## config.mk

```make
export PLATFORM = sky130hd
export DESIGN_NAME = spr_bank
export DESIGN_NICKNAME = d
export VERILOG_FILES = /design/src/rtl/spr_bank.sv
export SDC_FILE = /design/constraint.sdc
export NUM_CORES = 1
export LEC_CHECK = 0
export ABC_AREA = 1
export BUFFER_PORTS_ARGS = -buffer_cell sky130_fd_sc_hd__buf_2
export CORE_MARGIN = 2
export CORE_UTILIZATION = 40
export DETAILED_ROUTE_END_ITERATION = 8
export PLACE_DENSITY = 0.67
export SYNTH_ARGS = -nofsm -noshare
export SYNTH_HDL_FRONTEND = slang
export SYNTH_SLANG_ARGS = --single-unit
```

## constraint.sdc

```tcl
create_clock -name clk -period 3.15 [get_ports clk]
set_input_delay 0.315 -clock clk [delete_from_list [all_inputs] [get_ports clk]]
set_output_delay 0.315 -clock clk [all_outputs]
set_load 0.01 [all_outputs]
```

## src/rtl/spr_bank.sv

```systemverilog
module spr_bank #(
  parameter int DW = 32,
  parameter int AW = 4,
  parameter int NF = 8,
  parameter logic [DW-1:0] VERSION = 32'd10
) (
  input  logic          clk,
  input  logic          rst,
  input  logic [AW-1:0] rd_idx,
  output logic [DW-1:0] rd_data,
  input  logic          wr_en,
  input  logic [AW-1:0] wr_idx,
  input  logic [DW-1:0] wr_data,
  input  logic [NF-1:0] flag_set,
  input  logic [NF-1:0] flag_val,
  output logic          carry,
  output logic          ovf,
  output logic          zero,
  output logic          neg,
  output logic          ext,
  output logic          ie,
  output logic          user,
  output logic          seqbrk
);
  localparam int N = 1 << AW;
  localparam logic [AW-1:0] ST_A = AW'(5);
  localparam logic [AW-1:0] ST_B = AW'(13);

  logic [DW-1:0] regs [N];
  logic [DW-1:NF] st_hi;
  logic [NF-1:0] flags;

  function automatic logic is_const(input logic [AW-1:0] i);
    return i == AW'(0) || i == AW'(1) || i == AW'(4) || i == AW'(8);
  endfunction

  wire st_wr = wr_en && (wr_idx == ST_A || wr_idx == ST_B);

  always_ff @(posedge clk) begin
    if (rst) begin
      st_hi <= '0;
      flags <= '0;
    end else begin
      if (st_wr) st_hi <= wr_data[DW-1:NF];
      for (int f = 0; f < NF; f++)
        if (flag_set[f]) flags[f] <= flag_val[f];
        else if (st_wr) flags[f] <= wr_data[f];
    end
  end

  for (genvar g = 0; g < N; g++) begin : g_reg
    if (is_const(AW'(g)) || AW'(g) == ST_A || AW'(g) == ST_B) begin : g_none
      assign regs[g] = '0;
    end else begin : g_store
      logic [DW-1:0] q;
      always_ff @(posedge clk)
        if (rst) q <= '0;
        else if (wr_en && wr_idx == AW'(g)) q <= wr_data;
      assign regs[g] = q;
    end
  end

  always_comb begin
    if (rd_idx == AW'(1)) rd_data = VERSION;
    else if (is_const(rd_idx)) rd_data = '0;
    else if (rd_idx == ST_A || rd_idx == ST_B) rd_data = {st_hi, flags};
    else rd_data = regs[rd_idx];
  end

  assign {seqbrk, user, ie, ext, neg, zero, ovf, carry} = flags;
endmodule

```

==> reports/metrics.yaml <==
run_status: "finished, final reports clean"
ir_worst_vdd_uv: 325.9
cts_tree: "done"
first_global_vias: 14470
clkSinkCount: 352
start_kind: "input port"
cp.arrival_ps: 2130
synthMuxAreaShare_pct: 0
die_h_microns: 201.8
cts_root_buffer: "clkbuf_16"
path_delay_family: "buffers and inverters"
placementRows: 72
fin_nets: 2388
globalRouteOverflowTotal: 0
yosysTopAreaCell: "dfxtp_1"
clk_pin_slew_ps: 60
num_vias: 15500
power_leakage_uw: 0.007340
synth_xor_area_share_pct: 0
criticalPathCategory: "in -> out"
final_cells: 2874
final_common_cell: "nor2_1"
syn-num-nets: 2407
grt_util_all_layers_pct: 24.57
slew-limit-headroom_pct: 17.05
avgRoutedWirePerCell_microns: 17.86
gp_congestion: 0.8701
syn-cell-area_sq_um: 15650
critPathCaptureType: "primary output"
path_buf_inv: 3
rsz0062_at_grt: "false"
drtPass1Iterations: 5
drcViolationCount: 0
final_cell_area_sq_um: 17540
coreArea_sq_um: 38650
required_ps: 2830
yosysTopAreaCellShare_pct: 45.03
yosysSeqAreaShare_pct: 45.03
ys_top_cells_by_area: "dfxtp_1 45%, o21ai_0 14%, nor2_1 14%"
antenna_found_initial: 3
cap_violations: 0
slew_viol_final: 0
numCtsBuffers: 38
final.setup.tns_ps: 0
synth-seq-cells: 352
yosys_warnings: 0
area.sequential_sq_um: 7047
die-area_sq_um: 40720
drt-vias-per-instance: 5.392
place_inst: 2807
clk_path_buf_depth: 3
grt_max_degree: 111
whs_ps: 18.23
power_density_nw_per_um2: 568.7
cts_resized: 0
drive_above_1_share_pct: 9.010
hold_viol: 0
grt_pass1_wl_microns: 80410
synthAdderAreaFrac_pct: 0
cts_max_level: 2
synth_top_family_by_area: "simple AND/OR/NAND/NOR gates"
initial_core_util_pct: 40.49
wirelength_microns: 51340
insertion_delay_ps: 530
multi_input_area_sq_um: 7318
io_buffers: 98
period_minus_slack_ps: 2450
final_util_pct: 45.39
antenna_left: 0
syn_to_final_growth_pct: 12.09
worstMarginPinSlew_ps: 1243
crit_fanout: 68
min_period_over_period_pct: 77.78
synth-simple-area-share_pct: 25.84
worstPathCellList: "buf_4 > buf_4 > o21ai_0 > nand3_1 > o21ai_0 > nor2_1 > buf_2"
post_cts_buffers: 0
ioPinCount: 99
crit_path_max_incr_delay_ps: 640
postSynthCellCount: 2348
r2r_start: "flags[2]$_SDFFE_PP0P_"
holdCritPathClass: "in -> reg"
fmax_mhz: 408.2
drtIter0Drc: 1456
mostFrequentLayoutCells: "582 x nor2_1, 441 x o21ai_0, 352 x dfxtp_1"
yosysUniqueCellTypes: 20
place_area_sq_um: 16310
syn_area_per_cell_sq_um: 6.665
clock_skew_ps: 0
cp-startpoint: "rd_idx[0]"
cts_hold_buf: 0
nFillCells: 3863
setup_viol: 0
hold_start: "flag_set[1]"
dp_hpwl_microns: 29940
synth_compound_area_share_pct: 20.82
slowest_stage: "buf_4"
die_x_microns: 201.8
-- routing by layer --
layer | wire (microns) | track usage [%]
met1 | 21980 | 32.69
met2 | 23150 | 39.75
met3 | 4408 | 4.353
met4 | 1783 | 9.375
met5 | 13 | 0
-- report_power, final --
part	switching [uW]	internal [uW]
combinational	655	263
sequential	50.2	4560
clock	1800	2640
total	2510	7470
-- registers in the layout (all words and copies together) (netlist names) --
register / cells
st_hi: 24
g.g_store.q: 320
flags: 8
-- cells by family after synthesis --
group,Yosys count
compound gates,651
flops,352
simple gates,1028
buf+inv,317
-- synth_stat cells, drive strengths merged --
cell,instances
a21oi,182
o21ai,469
nand4,2
clkinv,11
nor2,593
inv,113
clkbuf,114
nor3,1
buf,79
dfxtp,352
nand2,331
nand3,101
-- stage by stage --
| stage | worst slack (ps) | power [uW] |
|---|---|---|
| floorplan | 1486 | 5279 |
| global placement | 776.6 | 5592 |
| detailed placement | 730.1 | 5604 |
| CTS | 718.0 | 10000 |
| global route | 512.0 | 10280 |
| finish | 700.0 | 9976 |
-- worst paths after layout --
kind,endpoint,slack [ps],cells after the start
min reg2reg,g_reg[3].g_store.q[29]$_SDFFE_PP0P_,450,2
max,rd_data[29],700,7
min,flags[1]$_SDFFE_PP0P_,20,3
max reg2reg,flags[2]$_SDFFE_PP0P_,2340,4
-- layout make-up --
type | instances | area share [%]
Clock inverter | 7 | 0.4851
Timing Repair Buffer | 134 | 4.708
Antenna cell | 3 | 0.04280
Tap cell | 518 | 3.695
Inverter | 124 | 2.696
Multi-Input combinational cell | 1679 | 41.72
Clock buffer | 57 | 6.477
Sequential cell | 352 | 40.17
-- tightest hold or removal path: stages --
cell and delay (ps):
buf_2 90, o21ai_0 70, inv_1 50
No activity file was read; power rests on OpenSTA's default activity.
